<file path="config.mk">
export PLATFORM = sky130hd
export DESIGN_NAME = wdw_top
export DESIGN_NICKNAME = d
export VERILOG_FILES = /design/src/rtl/wdw_pkg.sv /design/src/rtl/wdw_regs.sv /design/src/rtl/wdw_core.sv /design/src/rtl/wdw_top.sv
export SDC_FILE = /design/constraint.sdc
export NUM_CORES = 1
export LEC_CHECK = 0
export ABC_AREA = 1
export BUFFER_PORTS_ARGS = -buffer_cell sky130_fd_sc_hd__clkbuf_2
export CAP_MARGIN = 0
export CORE_ASPECT_RATIO = 1.25
export CORE_MARGIN = 10
export CORE_UTILIZATION = 24
export DETAILED_ROUTE_END_ITERATION = 12
export PLACE_DENSITY_LB_ADDON = 0.05
export SYNTH_ARGS = -nofsm -noshare
export SYNTH_HDL_FRONTEND = slang
export SYNTH_SLANG_ARGS = --single-unit
</file>
<file path="constraint.sdc">
create_clock -name clk -period 4.47 [get_ports clk]
set_clock_uncertainty 0.15 [all_clocks]
set_input_delay 0.447 -clock clk [delete_from_list [all_inputs] [get_ports clk]]
set_output_delay 0.447 -clock clk [all_outputs]
set_load 0.05 [all_outputs]
</file>
<file path="src/rtl/wdw_pkg.sv">
// Shared constants, cause encoding and period decode for the windowed watchdog.
package wdw_pkg;
    localparam int MIN_SHIFT = 3;                    // code 0 -> 8 cycles
    localparam int MAX_CODE  = 11;                   // largest distinct code
    localparam int CNT_W     = MIN_SHIFT + MAX_CODE + 2; // holds closed + open sum
    localparam logic [7:0] SVC_KEY = 8'hA5;

    localparam logic [3:0] OFF_CTRL   = 4'h0;
    localparam logic [3:0] OFF_CFG    = 4'h1;
    localparam logic [3:0] OFF_WARN   = 4'h2;
    localparam logic [3:0] OFF_IE_CLR = 4'h4;
    localparam logic [3:0] OFF_IE_SET = 4'h5;
    localparam logic [3:0] OFF_FLAG   = 4'h6;
    localparam logic [3:0] OFF_BUSY   = 4'h8;
    localparam logic [3:0] OFF_SVC    = 4'hC;

    typedef enum logic [1:0] {
        CAUSE_NONE    = 2'd0,
        CAUSE_TIMEOUT = 2'd1,
        CAUSE_BADSVC  = 2'd2
    } cause_e;

    // Convert a 4-bit period code to a cycle count; codes above MAX_CODE clamp.
    function automatic logic [CNT_W-1:0] code_to_cycles(input logic [3:0] code);
        int sh;
        sh = (int'(code) > MAX_CODE) ? MAX_CODE : int'(code);
        return CNT_W'(1) << (sh + MIN_SHIFT);
    endfunction
endpackage

</file>
<file path="src/rtl/wdw_regs.sv">
// Register file of the watchdog: control, configuration, warning offset,
// interrupt enable, write-1-to-clear flag and busy status.
// Assumes one write per cycle; reads are combinational on addr.
module wdw_regs
    import wdw_pkg::*;
#(
    parameter int ADDR_W   = 4,
    parameter int DATA_W   = 8,
    parameter int RD_W     = 32,
    parameter int BUSY_CYC = 2
) (
    input  logic              clk,
    input  logic              rst_n,
    input  logic              wr_en,
    input  logic [ADDR_W-1:0] addr,
    input  logic [DATA_W-1:0] wdata,
    input  logic              warn_hit,
    output logic [RD_W-1:0]   rdata,
    output logic              run_en,
    output logic              win_en,
    output logic [3:0]        per_code,
    output logic [3:0]        win_code,
    output logic [3:0]        warn_code,
    output logic              svc_stb,
    output logic              svc_key_ok,
    output logic              irq
);
    localparam int NBUSY  = 4;
    localparam int HOLD_W = $clog2(BUSY_CYC + 1);

    logic       en_q, wen_q, aon_q;
    logic [7:0] cfg_q;
    logic [3:0] warn_q;
    logic       ie_q, flag_q;
    logic       ctrl_wr, cfg_wr;
    logic [NBUSY-1:0] busy_set, busy;

    // Decode of accepted writes; control and config are blocked by the lock.
    assign ctrl_wr    = wr_en && addr == ADDR_W'(OFF_CTRL) && !aon_q;
    assign cfg_wr     = wr_en && addr == ADDR_W'(OFF_CFG)  && !aon_q;
    assign svc_stb    = wr_en && addr == ADDR_W'(OFF_SVC);
    assign svc_key_ok = wdata == SVC_KEY;
    assign busy_set   = {svc_stb, ctrl_wr, ctrl_wr, ctrl_wr};

    // Control, configuration and warning-offset storage.
    always_ff @(posedge clk) begin
        if (!rst_n) begin
            en_q   <= 1'b0;
            wen_q  <= 1'b0;
            aon_q  <= 1'b0;
            cfg_q  <= 8'hBB;
            warn_q <= 4'hB;
        end else begin
            if (ctrl_wr) begin
                en_q  <= wdata[1];
                wen_q <= wdata[2];
                aon_q <= wdata[7];
            end
            if (cfg_wr) cfg_q <= wdata;
            if (wr_en && addr == ADDR_W'(OFF_WARN)) warn_q <= wdata[3:0];
        end
    end

    // Interrupt enable set/clear pair and warning flag with set priority.
    always_ff @(posedge clk) begin
        if (!rst_n) begin
            ie_q   <= 1'b0;
            flag_q <= 1'b0;
        end else begin
            if (wr_en && addr == ADDR_W'(OFF_IE_SET) && wdata[0]) ie_q <= 1'b1;
            else if (wr_en && addr == ADDR_W'(OFF_IE_CLR) && wdata[0]) ie_q <= 1'b0;
            if (warn_hit) flag_q <= 1'b1;
            else if (wr_en && addr == ADDR_W'(OFF_FLAG) && wdata[0]) flag_q <= 1'b0;
        end
    end

    // One hold counter per busy bit: index 0 enable, 1 window, 2 lock, 3 service.
    for (genvar i = 0; i < NBUSY; i++) begin : g_busy
        logic [HOLD_W-1:0] hold;
        // Load the hold time on a write, then count down to idle.
        always_ff @(posedge clk) begin
            if (!rst_n)              hold <= '0;
            else if (busy_set[i])    hold <= HOLD_W'(BUSY_CYC);
            else if (hold != '0)     hold <= hold - HOLD_W'(1);
        end
        assign busy[i] = hold != '0;

        a_r11_busy_two: assert property (@(posedge clk) disable iff (!rst_n)
            $rose(busy[i]) |=> busy[i]);
    end

    // Read-back multiplexer.
    always_comb begin
        rdata = '0;
        case (addr)
            ADDR_W'(OFF_CTRL):   rdata = RD_W'({aon_q, 4'b0000, wen_q, en_q, 1'b0});
            ADDR_W'(OFF_CFG):    rdata = RD_W'(cfg_q);
            ADDR_W'(OFF_WARN):   rdata = RD_W'(warn_q);
            ADDR_W'(OFF_IE_CLR),
            ADDR_W'(OFF_IE_SET): rdata = RD_W'(ie_q);
            ADDR_W'(OFF_FLAG):   rdata = RD_W'(flag_q);
            ADDR_W'(OFF_BUSY):   rdata = RD_W'({busy, 1'b0});
            default:             rdata = '0;
        endcase
    end

    assign run_en    = en_q;
    assign win_en    = wen_q;
    assign per_code  = cfg_q[3:0];
    assign win_code  = cfg_q[7:4];
    assign warn_code = warn_q;
    assign irq       = flag_q & ie_q;

    a_r10_lock_sticky: assert property (@(posedge clk) disable iff (!rst_n)
        aon_q |=> aon_q);
    a_r8_flag_source: assert property (@(posedge clk) disable iff (!rst_n)
        $rose(flag_q) |-> $past(warn_hit));
endmodule

</file>
<file path="src/rtl/wdw_core.sv">
// Watchdog counter: period and closed-window limits, service checking,
// early-warning hit and one-cycle reset request with recorded cause.
// Assumes configuration inputs are stable register outputs.
module wdw_core
    import wdw_pkg::*;
#(
    parameter int W = CNT_W
) (
    input  logic       clk,
    input  logic       rst_n,
    input  logic       run_en,
    input  logic       win_en,
    input  logic [3:0] per_code,
    input  logic [3:0] win_code,
    input  logic [3:0] warn_code,
    input  logic       svc_stb,
    input  logic       svc_key_ok,
    output logic       warn_hit,
    output logic       rst_req,
    output cause_e     cause
);
    logic [W-1:0] cnt, per_cyc, win_cyc, warn_cyc, limit;
    logic         closed;

    // Decode of the period codes into cycle limits.
    always_comb begin
        per_cyc  = W'(code_to_cycles(per_code));
        win_cyc  = W'(code_to_cycles(win_code));
        warn_cyc = W'(code_to_cycles(warn_code));
        limit    = win_en ? win_cyc + per_cyc : per_cyc;
        closed   = win_en && cnt < win_cyc;
        warn_hit = run_en && cnt == warn_cyc;
    end

    // Count, service handling and reset-request generation.
    always_ff @(posedge clk) begin
        if (!rst_n) begin
            cnt     <= '0;
            rst_req <= 1'b0;
            cause   <= CAUSE_NONE;
        end else begin
            rst_req <= 1'b0;
            if (!run_en) begin
                cnt <= '0;
            end else if (svc_stb) begin
                cnt <= '0;
                if (!svc_key_ok || closed) begin
                    rst_req <= 1'b1;
                    cause   <= CAUSE_BADSVC;
                end
            end else if (cnt >= limit - W'(1)) begin
                cnt     <= '0;
                rst_req <= 1'b1;
                cause   <= CAUSE_TIMEOUT;
            end else begin
                cnt <= cnt + W'(1);
            end
        end
    end

    a_r2_req_has_cause: assert property (@(posedge clk) disable iff (!rst_n)
        rst_req |-> cause != CAUSE_NONE);
    a_r1_idle_quiet: assert property (@(posedge clk) disable iff (!rst_n)
        !run_en |=> !rst_req);
    a_r4_key_restart: assert property (@(posedge clk) disable iff (!rst_n)
        (run_en && svc_stb && svc_key_ok && !closed) |=> (cnt == '0 && !rst_req));
    a_r5_bad_key: assert property (@(posedge clk) disable iff (!rst_n)
        (run_en && svc_stb && !svc_key_ok) |=> (rst_req && cause == CAUSE_BADSVC));
    a_r6_closed_service: assert property (@(posedge clk) disable iff (!rst_n)
        (run_en && svc_stb && closed) |=> (rst_req && cause == CAUSE_BADSVC));
endmodule

</file>
<file path="src/rtl/wdw_top.sv">
// Top of the windowed watchdog: register file plus counter core.
// Assumes a single slow clock; reset controller and clock source are external.
module wdw_top
    import wdw_pkg::*;
#(
    parameter int ADDR_W = 4,
    parameter int DATA_W = 8,
    parameter int RD_W   = 32
) (
    input  logic              clk,
    input  logic              rst_n,
    input  logic              wr_en,
    input  logic [ADDR_W-1:0] addr,
    input  logic [DATA_W-1:0] wdata,
    output logic [RD_W-1:0]   rdata,
    output logic              irq,
    output logic              rst_req,
    output logic [1:0]        rst_cause
);
    logic       run_en, win_en, svc_stb, svc_key_ok, warn_hit;
    logic [3:0] per_code, win_code, warn_code;
    cause_e     cause;

    wdw_regs #(.ADDR_W(ADDR_W), .DATA_W(DATA_W), .RD_W(RD_W)) u_regs (
        .clk(clk), .rst_n(rst_n), .wr_en(wr_en), .addr(addr), .wdata(wdata),
        .warn_hit(warn_hit), .rdata(rdata), .run_en(run_en), .win_en(win_en),
        .per_code(per_code), .win_code(win_code), .warn_code(warn_code),
        .svc_stb(svc_stb), .svc_key_ok(svc_key_ok), .irq(irq)
    );

    wdw_core #(.W(CNT_W)) u_core (
        .clk(clk), .rst_n(rst_n), .run_en(run_en), .win_en(win_en),
        .per_code(per_code), .win_code(win_code), .warn_code(warn_code),
        .svc_stb(svc_stb), .svc_key_ok(svc_key_ok), .warn_hit(warn_hit),
        .rst_req(rst_req), .cause(cause)
    );

    assign rst_cause = cause;

    a_r13_cause_on_req: assert property (@(posedge clk) disable iff (!rst_n)
        $rose(rst_req) |-> rst_cause != 2'd0);
endmodule

</file>
==> metrics.cfg, run 1 <==
[synth]
syn_area_um2=4760
synth.avg_cell_area_um2=6.23
synth_ff_type=dfxtp_1
synthXorXnorAreaFrac_pct=3.68
synth_edf_count=0
synth_compound_area_share_pct=10.2
seq_area_frac_synth_pct=18.5
synth_top_family_by_area=simple AND/OR/NAND/NOR gates
synth_area_leader_cell=dfxtp_1
synth_most_common_cell=nand2_1
ys_warn_count=0
async_flop_share_pct=0
synthSimpleGateAreaFrac_pct=39.8
ys_ff_latch=44
yosysTopAreaCellShare_pct=18.5
synth.distinct_cells=40
synthTopCellsByCount=nand2_1 (180), inv_1 (116), nor2_1 (86)
synthAdderAreaFrac_pct=13.0
synth_area_leaders=dfxtp_1 (19%), nand2_1 (14%), ha_1 (13%)
synthCells=764
muxShareOfSynthArea_pct=0

[drt]
routedWlPerCell_um=15.0
routed_wl_mm=16.2
drt_iter0_drc=253
vias=4811
post-route-drc-count=0
drt_first_pass_iters=4
antenna_left=0
drt-vias-per-instance=4.43

[setup_path]
crit_family=simple AND/OR/NAND/NOR gates
r2r_start=u_regs.cfg_q[3]$_SDFFE_PN1P_
crit_top_cell=nand2_1
cp.arrival_ns=4.16
cp_slowest_cell=dfxtp_1
path_buf_inv=5
critPathLaunchType=flip-flop
reg2reg_slack_ns=0.37
worstReg2RegEnd=u_core.cnt[9]$_SDFF_PP0_
rr_worst_depth=27
required_ns=4.52
crit_type=flip-flop to flip-flop
endpoint_kind=flip-flop
worstPathMaxFanout=16
critPathMaxStageDelay_ns=0.33

[grt]
grt_pass1_vias=4761
grt_antenna_before_repair=0
grt_start_max_net_pins=20
grt_pass1_wl_mm=25.4
grt_use_total_pct=12.4
overflow=0

[timing]
hold_viol=0
setup_viol=0
finalCritPeriodShare_pct=91.7
slew_headroom_pct=58.5
period_needed_ns=4.10
fmax_mhz=244
whs_ns=0.255
worst_pin_slew_ns=0.618
slew_violations=0

[clocking]
htreeDepth=2
postCtsHoldBufs=0
cts_buffers=5
clk_path_buf_depth=2
clk_latency_ns=0.29
clk_pin_slew_worst_paths_ns=0.07
cts_tree=built
cts_root_buf=clkbuf_16
clock-sinks=44

[die]
die_y_um=177
design.core.area_um2=19500
dieArea_um2=25900
initial_core_util_pct=24.4
ios=51
fp-row-count=57
die_x_um=146

[run_status]
status=complete, no violations

[worst_hold_path]
min_delay_worst_endpoint=u_regs.cfg_q[4]$_SDFFE_PN1P_
hold_path.class=primary input to flip-flop
hold-path-cell-count=3
min-delay-start=wdata[4]

[layout]
nets=884
area_growth_pct=19.2
drive_gt1_share_pct=19.9
nFillCells=2227
final_util_pct=29.1
diodes=0

[power_and_ir_drop]
leakage_uw=0.00276
powerDensity_nw_per_um2=169
vdd_drop_max_v=0.000126

[placement]
gp_congestion=0.827
io_buffers=26
dp_hpwl_mm=13.7

[flow_run]
maxCapViolCount=0

-- flip-flops by register name, summed over array words and instances (netlist names) --
signal	count
u_core.cnt	16
u_regs.cfg_q	8
u_regs.g_busy.hold	8
u_regs.warn_code	4
u_core.cause	2
u_core.rst_req	1
u_regs.aon_q	1
u_regs.flag_q	1
u_regs.ie_q	1
u_regs.run_en	1
u_regs.win_en	1
-- through the flow --
step / total power [µW] / TNS, ns / cell area, µm² / worst slack, ns / cells
after floorplan: 577 / 0 / 4880 / 0.732 / 797
after global placement: 601 / 0 / 5250 / 0.0672 / 1072
after detailed placement: 602 / 0 / 5250 / 0.0000684 / 1072
after CTS: 966 / 0 / 5390 / 0.0453 / 1079
after global routing: 1010 / -0.00841 / 5670 / -0.00841 / 1085
final: 957 / 0 / 5670 / 0.369 / 1085
-- what timing repair did --
action / CTS / global route
cloned: 0 / 0
pin swaps: 0 / 14
setup buffers: 0 / 6
gates resized for setup: 1 / 65
setup endpoints to repair: 1 / 19
-- power by group --
part	switching [µW]	internal, µW
registers	3.54	396
logic	150	52.8
clock network	152	203
-- cells in the final DEF (no fill, tap or decap), types with 11 or more instances in the layout --
cell and count:
clkbuf_2 26, conb_1 35, nand2_2 22, o21ai_0 30
inv_2 14, nand2_1 170, inv_1 111, buf_4 21
nand4_1 15, ha_1 39, a21oi_1 39, nand3_1 44
nor3_1 11, nor2_1 68, xor2_1 16, nor2_2 21
dfxtp_1 41
-- cells by family (layout without fill, tap and decap cells) --
family | after synthesis | in the layout
and+or+nand+nor | 401 | 401
buffers and inverters | 158 | 181
AOI/OAI and AO/OA | 90 | 90
adders and majority gates | 49 | 49
DFF | 44 | 44
xor gates and xnor gates | 20 | 20
other | 2 | 35
-- final cells by class --
cell class                 count  area [µm²]  area share [%]
multi-input combinational    595        3530            62.3
sequential                    44         885            15.6
inverter                     126         477            8.41
tap                          265         332            5.85
timing repair buffer          48         308            5.43
clock buffer                   5         125            2.21
clock inverter                 2        12.5           0.221
-- layer usage --
layer,vias up,wire [µm],track usage [%]
met2,58,8960,24.8
li1,2510,-,-
met3,9,456,1.25
met4,0,210,3.38
met5,-,0,0
met1,2234,6610,13.3
-- worst max-delay path by stage --
stage                                      start                        end  slack [ns]  cells past startpoint
floorplan           u_regs.cfg_q[3]$_SDFFE_PN1P_  u_core.cnt[14]$_SDFF_PP0_        0.73                     27
global placement    u_regs.cfg_q[0]$_SDFFE_PN1P_   u_core.cnt[3]$_SDFF_PP0_        0.07                     27
detailed placement  u_regs.cfg_q[0]$_SDFFE_PN1P_   u_core.cnt[3]$_SDFF_PP0_     0.00007                     29
CTS                 u_regs.cfg_q[2]$_SDFFE_PN0P_   u_core.cnt[3]$_SDFF_PP0_        0.05                     24
global route        u_regs.cfg_q[2]$_SDFFE_PN0P_   u_core.cnt[9]$_SDFF_PP0_      -0.008                     27
finish              u_regs.cfg_q[3]$_SDFFE_PN1P_   u_core.cnt[9]$_SDFF_PP0_        0.37                     27
-- tightest hold or removal path: cells and delay by family --
| kind | cells | cell delay [ns] |
|---|---|---|
| AOI/OAI and AO/OA | 2 | 0.12 |
| buffers and inverters | 1 | 0.09 |
Power figures use the tool's default switching activity.
==> run 2: changes to the inputs <==
--- a/config.mk
+++ b/config.mk
@@ -5,7 +5,6 @@
 export SDC_FILE = /design/constraint.sdc
 export NUM_CORES = 1
 export LEC_CHECK = 0
-export ABC_AREA = 1
 export BUFFER_PORTS_ARGS = -buffer_cell sky130_fd_sc_hd__clkbuf_2
 export CAP_MARGIN = 0
 export CORE_ASPECT_RATIO = 1.25
==> metrics.cfg, run 2 <==
[worst_hold_path]
min_delay_worst_endpoint=u_regs.cfg_q[6]$_SDFFE_PN0P_
hold-path-cell-count=3  ; unchanged
hold_path.class=primary input to flip-flop
min-delay-start=wdata[6]

[grt]
grt_use_total_pct=12.7  ; +0.36 points
grt_antenna_before_repair=0  ; unchanged
grt_pass1_wl_mm=25.1  ; -1.4%
grt_pass1_vias=4590  ; -3.6%
overflow=0  ; unchanged
grt_start_max_net_pins=23  ; +15%

[die]
ios=51  ; unchanged
initial_core_util_pct=24.3  ; -0.14 points
dieArea_um2=24800  ; -4.2%
die_x_um=143  ; -2.1%
design.core.area_um2=18600  ; -4.3%
die_y_um=174  ; -2.2%
fp-row-count=56  ; -1.8%

[timing]
whs_ns=0.232  ; -0.0227 ns
slew_violations=0  ; unchanged
hold_viol=0  ; unchanged
finalCritPeriodShare_pct=101  ; +8.8 points
slew_headroom_pct=54.1  ; -4.3 points
period_needed_ns=4.50  ; +0.395 ns
setup_ws_ns=-0.0255  ; -0.395 ns
worst_pin_slew_ns=0.687  ; +0.0686 ns
setup_viol=16  ; +16
fmax_mhz=222  ; -8.8%
rsz0062_at_grt=yes

[power_and_ir_drop]
powerDensity_nw_per_um2=176  ; +4.4%
sequentialPowerShare_pct=38.5  ; -3.2 points
vdd_drop_max_v=0.000150  ; +19%
intPower_uw=723  ; +11%
p_sw_uw=314  ; +2.6%
combPwrFrac_pct=18.4  ; -2.8 points
power_frac_clock_pct=43.1  ; +6.0 points
power_switching_share_pct=30.3  ; -1.7 points
leakage_uw=0.00276  ; about the same

[synth]
synthTopCellsByCount=nand2_1 (69), nor2_1 (67), ha_1 (48)
synth_compound_area_share_pct=18.1  ; +7.9 points
synth_top_family_by_area=simple AND/OR/NAND/NOR gates
synthXorXnorAreaFrac_pct=6.38  ; +2.7 points
yosysTopAreaCellShare_pct=19.5  ; +0.94 points
synth.distinct_cells=79  ; +98%
synth_ff_type=dfxtp_1
synth.avg_cell_area_um2=7.61  ; +22%
async_flop_share_pct=0  ; unchanged
synth_area_leaders=dfxtp_1 (19%), ha_1 (13%), nand2_1 (5.7%)
synth_area_leader_cell=dfxtp_1
synthAdderAreaFrac_pct=13.7  ; +0.66 points
synth_most_common_cell=nand2_1
ys_warn_count=0  ; unchanged
muxShareOfSynthArea_pct=2.07  ; +2.1 points
ys_ff_latch=44  ; unchanged
synth_edf_count=0  ; unchanged
seq_area_frac_synth_pct=19.5  ; +0.94 points
synthCells=595  ; -22%
synthSimpleGateAreaFrac_pct=31.1  ; -8.6 points
syn_area_um2=4530  ; -4.8%

[setup_path]
critPathLaunchType=flip-flop
endpoint_kind=flip-flop
reg2reg_slack_ns=-0.03  ; -0.39 ns
rr_worst_depth=18  ; -33%
worstReg2RegEnd=u_core.cnt[9]$_SDFF_PP0_
worstPathMaxFanout=8  ; -8
crit_type=flip-flop to flip-flop
cp.arrival_ns=4.58  ; +0.42 ns
required_ns=4.55  ; +0.03 ns
worstSetupStartpoint=u_regs.cfg_q[3]$_SDFFE_PN1P_
r2r_start=u_regs.cfg_q[3]$_SDFFE_PN1P_

[drt]
highest_layer=met4
antenna_left=0  ; unchanged
drt-vias-per-instance=4.82  ; +8.6%
drt_iter0_drc=241  ; -4.7%
vias=4509  ; -6.3%
routedWlPerCell_um=17.0  ; +13%
met2_length_mm=8.40  ; -6.2%
m1WireLength_mm=6.78  ; +2.6%
wl_met3_um=392  ; -14%
drt_first_pass_iters=4  ; unchanged
post-route-drc-count=0  ; unchanged
routed_wl_mm=15.9  ; -2.1%

[clocking]
clk_latency_ns=0.29  ; about the same
postCtsHoldBufs=0  ; unchanged
cts_root_buf=clkbuf_16
clock-sinks=44  ; unchanged
htreeDepth=2  ; unchanged
clk_path_buf_depth=2  ; unchanged
cts_tree=built
cts_buffers=5  ; unchanged
clk_pin_slew_worst_paths_ns=0.07  ; about the same

[flow_run]
maxCapViolCount=0  ; unchanged

[layout]
diodes=0  ; unchanged
fin_cells=936  ; -14%
final_common_cell=buf_4
nets=767  ; -13%
final_cell_mix=buf_4 (83), nand2_1 (64), nor2_1 (62)
nFillCells=2091  ; -6.1%
regMostFlops=u_core.cnt
drive_gt1_share_pct=26.6  ; +6.7 points
reg_top3=u_core.cnt x16, u_regs.cfg_q x8, u_regs.g_busy.hold x8
largest_reg_flops=16  ; unchanged
area_growth_pct=29.9

[run_status]
violations=negative setup slack
status=finished with violations

[placement]
dp_hpwl_mm=12.9  ; -6.1%
dp_slack_ns=-0.364  ; -0.364 ns
place_inst=913  ; -15%
gp_congestion=0.807  ; -2.4%
io_buffers=26  ; unchanged

run 2: timing repair:
item	CTS	global route
buffers inserted	8	7
endpoints found under the setup margin	19	19
pin swaps	36	19
resized for setup	43	22
endpoints found under the hold margin	0	0
gates cloned	1	0
run 2: worst max-delay path by stage:
stage | endpoint | slack, ns
2_1_floorplan | u_core.cnt[10]$_SDFF_PP0_ | 0.04
3_3_place_gp | u_core.cause[0]$_SDFFE_PN0P_ | -0.43
3_5_place_dp | u_core.cause[0]$_SDFFE_PN0P_ | -0.36
4_1_cts | u_core.cnt[12]$_SDFF_PP0_ | -0.03
5_1_grt | u_core.cnt[6]$_SDFF_PP0_ | -0.21
6_report | u_core.cnt[9]$_SDFF_PP0_ | -0.03
run 2: logic make-up (layout without fill, tap and decap cells):
logic type,Yosys count,in the layout
multiplexers,9,9
other,2,35
adder cells (fa/ha/maj),49,49
AO/OA/AOI/OAI,115,115
buffers and inverters,75,151
flip-flops,44,44
XOR/XNOR,33,33
AND/OR/NAND/NOR,268,268
run 2: critical path, stage by stage (launching register included):
cell and delay, ns:
dfxtp_2 0.32, or2_4 0.27, nor3_4 0.14, ha_1 0.27, or2_1 0.24, o311a_4 0.17
mux2i_2 0.18, a211oi_4 0.28, nand4_1 0.24, nor4_2 0.36, nand4_1 0.19, xnor2_2 0.18
ha_1 0.31, and4_4 0.21, o311ai_4 0.08, o311ai_4 0.17, or3_4 0.44, buf_6 0.16
nor2_1 0.08
run 2: power by group through the flow:
stage	Combinational (µW)	Clock [µW]	Sequential, µW
floorplan	148	0	406
global placement	176	0	408
detailed placement	176	0	408
CTS	185	458	399
global route	207	475	400
finish	190	447	399
run 2: routing by layer:
metal | GRT usage (%) | vias to the layer above
met5 | 0 | -
met4 | 3.36 | 0
met3 | 1.67 | 17
met2 | 23.6 | 72
met1 | 14.8 | 2153
li1 | - | 2267
run 2: metrics by stage:
stage	util, %	cell area [µm²]	setup TNS, ns	total power, µW
3_3_place_gp	28.5	5320	-5.57	584
3_5_place_dp	28.5	5320	-5.68	584
6_report	31.5	5880	-0.235	1040
5_1_grt	31.5	5880	-3.55	1080
2_1_floorplan	-	4660	0	554
4_1_cts	30.9	5750	-0.350	1040
run 2: final cells by class:
cell class / instances / area, µm² / share of cell area, %
multi-input combinational: 509 / 3620 / 61.6
sequential: 44 / 892 / 15.2
clock buffer: 5 / 125 / 2.13
timing repair buffer: 112 / 787 / 13.4
tap: 232 / 290 / 4.94
inverter: 31 / 116 / 1.98
clock inverter: 3 / 46.3 / 0.787
